$ cat src/rtl/sbar_pkg.sv
package sbar_pkg;
  typedef enum logic {
    POL_LRU  = 1'b0,
    POL_COST = 1'b1
  } policy_e;
endpackage

$ cat src/rtl/sbar_leader_match.sv
module sbar_leader_match #(
  parameter int SET_W  = 10,
  parameter int LEAD_W = 5
) (
  input  logic [SET_W-1:0] set_idx,
  output logic             is_leader
);
  localparam int HI_LSB = SET_W - LEAD_W;

  // A set leads when its top field mirrors its bottom field.
  assign is_leader = (set_idx[SET_W-1:HI_LSB] == set_idx[LEAD_W-1:0]);
endmodule

$ cat src/rtl/sbar_policy_counter.sv
module sbar_policy_counter #(
  parameter int CNT_W  = 10,
  parameter int STEP_W = 3
) (
  input  logic              clk,
  input  logic              rst_n,
  input  logic              up_en,
  input  logic              down_en,
  input  logic [STEP_W-1:0] step,
  output logic [CNT_W-1:0]  count
);
  localparam logic [CNT_W:0]   TOP_WIDE = {1'b0, {CNT_W{1'b1}}};
  localparam logic [CNT_W-1:0] MID      = {1'b1, {(CNT_W-1){1'b0}}};

  logic [CNT_W:0]   step_wide;
  logic [CNT_W:0]   sum_wide;
  logic [CNT_W-1:0] count_nxt;

  assign step_wide = {{(CNT_W+1-STEP_W){1'b0}}, step};
  assign sum_wide  = {1'b0, count} + step_wide;

  always_comb begin
    count_nxt = count;
    if (up_en && !down_en) begin
      if (sum_wide > TOP_WIDE) count_nxt = TOP_WIDE[CNT_W-1:0];
      else                     count_nxt = sum_wide[CNT_W-1:0];
    end else if (down_en && !up_en) begin
      if ({1'b0, count} < step_wide) count_nxt = '0;
      else                           count_nxt = count - step_wide[CNT_W-1:0];
    end
  end

  always_ff @(posedge clk or negedge rst_n) begin
    if (!rst_n) count <= MID;
    else        count <= count_nxt;
  end

  assert_up_monotone_R6: assert property (@(posedge clk) disable iff (!rst_n)
    (up_en && !down_en) |=> (count >= $past(count)));

  assert_down_monotone_R7: assert property (@(posedge clk) disable iff (!rst_n)
    (down_en && !up_en) |=> (count <= $past(count)));

  assert_idle_hold_R8: assert property (@(posedge clk) disable iff (!rst_n)
    (!up_en && !down_en) |=> $stable(count));

  assert_no_wrap_R9: assert property (@(posedge clk) disable iff (!rst_n)
    (up_en && !down_en && (&count)) |=> (&count));
endmodule

$ cat src/rtl/sbar_victim_pick.sv
module sbar_victim_pick #(
  parameter int WAYS   = 16,
  parameter int REC_W  = 4,
  parameter int COST_W = 3,
  parameter int WEIGHT = 2,
  parameter int WAY_W  = 4
) (
  input  logic [WAYS*REC_W-1:0]  recency,
  input  logic [WAYS*COST_W-1:0] cost,
  input  logic                   use_cost,
  output logic [WAY_W-1:0]       victim
);
  localparam int SCORE_W = REC_W + COST_W + $clog2(WEIGHT + 1) + 1;

  logic [SCORE_W-1:0] score [WAYS];

  for (genvar g = 0; g < WAYS; g++) begin : g_score
    logic [SCORE_W-1:0] rec_ext;
    logic [SCORE_W-1:0] pen;
    assign rec_ext = SCORE_W'(recency[g*REC_W +: REC_W]);
    assign pen     = use_cost ? SCORE_W'(WEIGHT) * SCORE_W'(cost[g*COST_W +: COST_W])
                              : '0;
    assign score[g] = rec_ext + pen;
  end

  // Strict compare keeps the earliest way on equal scores.
  always_comb begin
    logic [SCORE_W-1:0] best;
    best   = score[0];
    victim = '0;
    for (int w = 1; w < WAYS; w++) begin
      if (score[w] < best) begin
        best   = score[w];
        victim = WAY_W'(w);
      end
    end
  end

  always_comb begin
    for (int w = 0; w < WAYS; w++) begin
      assert_victim_minimal_R2: assert (!(score[w] < score[victim]));
      if (w < int'(victim)) begin
        assert_tie_lowest_R1: assert (score[w] != score[victim]);
      end
    end
  end
endmodule

$ cat src/rtl/sbar_selector.sv
module sbar_selector #(
  parameter int WAYS   = 16,
  parameter int SET_W  = 10,
  parameter int LEAD_W = 5,
  parameter int COST_W = 3,
  parameter int CNT_W  = 10,
  parameter int WEIGHT = 2
) (
  input  logic                            clk,
  input  logic                            rst_n,
  input  logic                            req_valid,
  output logic                            req_ready,
  input  logic [SET_W-1:0]                req_set,
  input  logic [WAYS*$clog2(WAYS)-1:0]    req_recency,
  input  logic [WAYS*COST_W-1:0]          req_cost,
  output logic                            rsp_valid,
  input  logic                            rsp_ready,
  output logic [$clog2(WAYS)-1:0]         rsp_way,
  output logic                            rsp_policy,
  input  logic                            trn_valid,
  input  logic [SET_W-1:0]                trn_set,
  input  logic                            trn_main_hit,
  input  logic                            trn_aux_hit,
  input  logic [COST_W-1:0]               trn_cost
);
  import sbar_pkg::*;

  localparam int WAY_W = $clog2(WAYS);
  localparam int REC_W = $clog2(WAYS);

  logic             req_leader;
  logic             trn_leader;
  logic             sel_up;
  logic             sel_down;
  logic [CNT_W-1:0] sel_count;
  policy_e          pick_policy;
  logic [WAY_W-1:0] pick_way;
  logic             req_fire;

  sbar_leader_match #(.SET_W(SET_W), .LEAD_W(LEAD_W)) u_req_lead (
    .set_idx   (req_set),
    .is_leader (req_leader)
  );

  sbar_leader_match #(.SET_W(SET_W), .LEAD_W(LEAD_W)) u_trn_lead (
    .set_idx   (trn_set),
    .is_leader (trn_leader)
  );

  // Only disagreements between the two directories on a leader set train.
  assign sel_up   = trn_valid && trn_leader && trn_main_hit && !trn_aux_hit;
  assign sel_down = trn_valid && trn_leader && !trn_main_hit && trn_aux_hit;

  sbar_policy_counter #(.CNT_W(CNT_W), .STEP_W(COST_W)) u_sel (
    .clk     (clk),
    .rst_n   (rst_n),
    .up_en   (sel_up),
    .down_en (sel_down),
    .step    (trn_cost),
    .count   (sel_count)
  );

  assign pick_policy = (req_leader || sel_count[CNT_W-1]) ? POL_COST : POL_LRU;

  sbar_victim_pick #(
    .WAYS(WAYS), .REC_W(REC_W), .COST_W(COST_W), .WEIGHT(WEIGHT), .WAY_W(WAY_W)
  ) u_pick (
    .recency  (req_recency),
    .cost     (req_cost),
    .use_cost (pick_policy == POL_COST),
    .victim   (pick_way)
  );

  assign req_ready = !rsp_valid || rsp_ready;
  assign req_fire  = req_valid && req_ready;

  always_ff @(posedge clk or negedge rst_n) begin
    if (!rst_n) begin
      rsp_valid  <= 1'b0;
      rsp_way    <= '0;
      rsp_policy <= 1'b0;
    end else if (req_fire) begin
      rsp_valid  <= 1'b1;
      rsp_way    <= pick_way;
      rsp_policy <= pick_policy;
    end else if (rsp_ready) begin
      rsp_valid  <= 1'b0;
    end
  end

  assert_rsp_hold_R10: assert property (@(posedge clk) disable iff (!rst_n)
    (rsp_valid && !rsp_ready) |=> (rsp_valid && $stable(rsp_way) && $stable(rsp_policy)));

  assert_leader_cost_R4: assert property (@(posedge clk) disable iff (!rst_n)
    (req_valid && req_ready && req_leader) |=> (rsp_valid && rsp_policy));

  assert_rsp_follows_R10: assert property (@(posedge clk) disable iff (!rst_n)
    (req_valid && req_ready) |=> rsp_valid);
endmodule

$ cat config.mk
export PLATFORM = sky130hd
export DESIGN_NAME = sbar_selector
export DESIGN_NICKNAME = d
export VERILOG_FILES = /design/src/rtl/sbar_pkg.sv /design/src/rtl/sbar_leader_match.sv /design/src/rtl/sbar_policy_counter.sv /design/src/rtl/sbar_victim_pick.sv /design/src/rtl/sbar_selector.sv
export SDC_FILE = /design/constraint.sdc
export NUM_CORES = 1
export LEC_CHECK = 0
export ABC_AREA = 1
export CAP_MARGIN = 20
export CELL_PAD_IN_SITES_DETAIL_PLACEMENT = 1
export CELL_PAD_IN_SITES_GLOBAL_PLACEMENT = 2
export CORE_MARGIN = 2
export CORE_UTILIZATION = 29
export DETAILED_ROUTE_END_ITERATION = 12
export PLACE_DENSITY_LB_ADDON = 0.1
export SETUP_SLACK_MARGIN = 0.3
export SLEW_MARGIN = 20
export SYNTH_ARGS = -nofsm -noshare
export SYNTH_HDL_FRONTEND = slang
export SYNTH_SLANG_ARGS = --single-unit
$ cat constraint.sdc
create_clock -name clk -period 25.6 [get_ports clk]
set_input_delay 3.84 -clock clk [delete_from_list [all_inputs] [get_ports clk]]
set_output_delay 3.84 -clock clk [all_outputs]
set_load 0.02 [all_outputs]
==> impl_metrics.sql <==
INSERT INTO impl_metrics (metric_group, metric, value, unit) VALUES
('outcome', 'outcome', 'complete, no violations', ''),
('detailed_routing', 'drt-total-wl', '15480', 'um'),
('yosys', 'synthTopCellsByCount', 'sky130_fd_sc_hd__nand2_1, sky130_fd_sc_hd__ha_1, sky130_fd_sc_hd__inv_1, sky130_fd_sc_hd__nor2_1, sky130_fd_sc_hd__o21ai_0', ''),
('worst_setup_path', 'critPathMostFrequentCell', 'sky130_fd_sc_hd__nor2_1', ''),
('placement', 'placedCellCount', '1232', ''),
('timing', 'finalSetupViolCount', '0', ''),
('power_and_ir_drop', 'power_per_cell_area', '124.6', 'nW/um^2'),
('yosys', 'synth-main-ff-cell', 'sky130_fd_sc_hd__dfrtp_1', ''),
('yosys', 'synth_enable_flop_cells', '0', ''),
('hold_path', 'worst_hold_startpoint', 'rsp_policy$_DFFE_PN0P_', ''),
('worst_setup_path', 'timing.rr.start', 'u_sel.count[9]$_DFFE_PN1P_', ''),
('yosys', 'post_synthesis_cell_type_count', '33', ''),
('worst_setup_path', 'worstReg2RegEnd', 'rsp_way[0]$_DFFE_PN0P_', ''),
('worst_setup_path', 'timing.critical_path.to_type', 'flip-flop', ''),
('power_and_ir_drop', 'leakagePower', '3.820', 'nW'),
('global_route', 'grt_use_met1', '21.00', '%'),
('timing', 'final.setup_skew', '4.200', 'ps'),
('cts', 'worst_setup_hold_path_clk_slew', '50', 'ps'),
('floorplan', 'fp.dieArea', '20450', 'sq um'),
('global_route', 'grt_pass1_vias', '5698', ''),
('detailed_routing', 'dr_total_vias', '5616', ''),
('floorplan', 'die_x_extent', '143.0', 'um'),
('yosys', 'postSynthRegisterBits', '16', ''),
('worst_setup_path', 'worst_path_max_delay_cell', 'sky130_fd_sc_hd__clkinv_1', ''),
('floorplan', 'placeableCoreArea', '18830', 'sq um'),
('cts', 'htree_levels', '1', ''),
('yosys', 'yosys.cell_count.top_type', 'sky130_fd_sc_hd__nand2_1', ''),
('timing', 'post-route-period-util', '87.35', '%'),
('final_layout', 'drive_above_1_share', '6.557', '%'),
('timing', 'hold_viol_final', '0', ''),
('global_route', 'most_congested_layer_reported_by_global_routing', 'met2', ''),
('global_route', 'grt_pass1_wl', '26250', 'um'),
('timing', 'max_slew_violation_count', '0', ''),
('job', 'timing.max_cap.violations', '0', ''),
('global_route', 'antenna_found_initial', '0', ''),
('detailed_routing', 'drt-vias-per-instance', '4.544', ''),
('global_route', 'met3_usage', '0.8719', '%'),
('cts', 'cts.repair_timing.setup_buffer_count', '0', ''),
('worst_setup_path', 'worstPathMaxFanout', '27', ''),
('detailed_routing', 'drt.antenna.violating_nets', '0', ''),
('cts', 'cts_hold_buffers', '0', ''),
('yosys', 'yosysSeqAreaShare', '7.167', '%'),
('floorplan', 'io_pins', '149', ''),
('timing', 'worst-slew-pin-transition', '813.9', 'ps'),
('yosys', 'postSynthCellCount', '830', ''),
('timing', 'setup_repair_after_global_routing_missed_its_margin', 'false', ''),
('yosys', 'syn_avg_cell_area', '6.752', 'sq um'),
('power_and_ir_drop', 'ir_worst_vdd', '0.00004240', 'V'),
('worst_setup_path', 'timing.critical_path.slowest_cell_delay', '650', 'ps'),
('yosys', 'syn_nets', '1118', ''),
('floorplan', 'placementRows', '50', ''),
('global_route', 'grt_max_degree', '28', ''),
('worst_setup_path', 'critical_path_class', 'in2reg', ''),
('timing', 'max_freq', '44.72', 'MHz'),
('placement', 'place_hpwl', '13950', 'um'),
('detailed_routing', 'drt_drc_violations_left', '0', ''),
('cts', 'cts_tree', 'done', ''),
('yosys', 'yosys.area.top_type_share', '28.58', '%'),
('hold_path', 'worstHoldPathCells', '2', ''),
('hold_path', 'min_delay_worst_endpoint', 'rsp_policy$_DFFE_PN0P_', ''),
('floorplan', 'chipHeight', '143.0', 'um'),
('yosys', 'post_synth_instance_area', '5604', 'sq um'),
('cts', 'clock_sinks', '16', ''),
('cts', 'cts_resized', '0', ''),
('placement', 'placement.io_buffers', '148', ''),
('placement', 'gp_congestion', '0.7756', ''),
('detailed_routing', 'wl_per_cell', '12.52', 'um'),
('worst_setup_path', 'r2r_slack', '6810', 'ps'),
('worst_setup_path', 'critPathRequiredTime', '25780', 'ps'),
('final_layout', 'num-nets-final', '1265', ''),
('detailed_routing', 'drt_iter0_drc', '105', '');
-- critical path: cells and delay by family --
| kind | cells | cell delay (ps) |
|---|---|---|
| AOI/OAI and AO/OA | 30 | 5980 |
| xor gates and xnor gates | 2 | 410 |
| adders and majority gates | 17 | 5080 |
| buffers and inverters | 3 | 1130 |
| and+or+nand+nor | 48 | 6100 |
-- final cells by class --
class,count,area [sq um]
fillers,2391,11350
multi-input cells,679,4696
repair buffers,149,1489
inverters,128,480.5
flip-flops and latches,16,401.6
well taps,260,325.3
clock buffers,4,88.84
-- how the worst max path moves through the flow --
| stage | start | to | slack, ps | depth (start not counted) |
|---|---|---|---|---|
| 2_1_floorplan | req_set[4] | rsp_way[0]$_DFFE_PN0P_ | 6270 | 101 |
| 3_3_place_gp | req_set[4] | rsp_way[1]$_DFFE_PN0P_ | 3560 | 101 |
| 3_5_place_dp | req_set[4] | rsp_way[0]$_DFFE_PN0P_ | 2750 | 100 |
| 4_1_cts | req_set[4] | rsp_way[0]$_DFFE_PN0P_ | 2970 | 100 |
| 5_1_grt | req_set[4] | rsp_way[1]$_DFFE_PN0P_ | 1080 | 100 |
| 6_report | req_set[4] | rsp_way[0]$_DFFE_PN0P_ | 3240 | 100 |
-- state kept, by name, summed over array words and instances, names as in the netlist --
name and count:
u_sel.count 10, rsp_way 4, rsp_valid 1, rsp_policy 1
-- layer usage --
metal,routed length (um),vias to the layer above
li1,-,2982
met1,7622,2531
met2,7361,96
met3,420,7
met4,74,0
met5,0,-
-- cell families after synthesis --
family / Yosys count / share of synthesized area (%)
AOI/OAI and AO/OA: 117 / 11.48
xor gates and xnor gates: 34 / 5.314
adders and majority gates: 146 / 35.01
buffers and inverters: 135 / 9.042
DFF: 16 / 7.167
and+or+nand+nor: 382 / 31.99
-- placed cells by master (no fill, tap or decap), drive strengths merged, types with 3 or more instances in the layout --
cell type | netlist | routed
o21ai | 57 | 57
a31oi | 4 | 4
nand3 | 56 | 56
ha | 128 | 128
fa | 18 | 18
xnor2 | 6 | 6
clkdlybuf4s50 | 0 | 148
clkbuf | 5 | 4
o211ai | 4 | 4
nor4 | 4 | 4
dfrtp | 15 | 15
inv | 128 | 127
xor2 | 28 | 28
nor2 | 112 | 112
nand2 | 204 | 204
a21oi | 42 | 42
nor3 | 3 | 3
-- through the flow --
step | power [W] | hold WS [ps] | worst slack (ps) | utilization [%] | cell area [sq um]
final | 0.0009321 | 521.3 | 3239 | 39.73 | 7481
after floorplan | 0.0007085 | 510.0 | 6266 | - | 5604
after global placement | 0.0009034 | 524.7 | 3561 | 39.26 | 7392
after global routing | 0.001084 | 582.7 | 1076 | 39.73 | 7481
after detailed placement | 0.0009114 | 530.1 | 2748 | 39.26 | 7392
after CTS | 0.0009511 | 542.4 | 2973 | 39.73 | 7481
-- power by group --
part           total [W]  switching (W)  internal (W)  leakage, nW
clock network  0.0000346      0.0000108     0.0000238       0.0442
registers      0.0000420     0.00000835     0.0000336        0.167
logic           0.000856       0.000536      0.000320         3.61
Power figures use the tool's default switching activity.
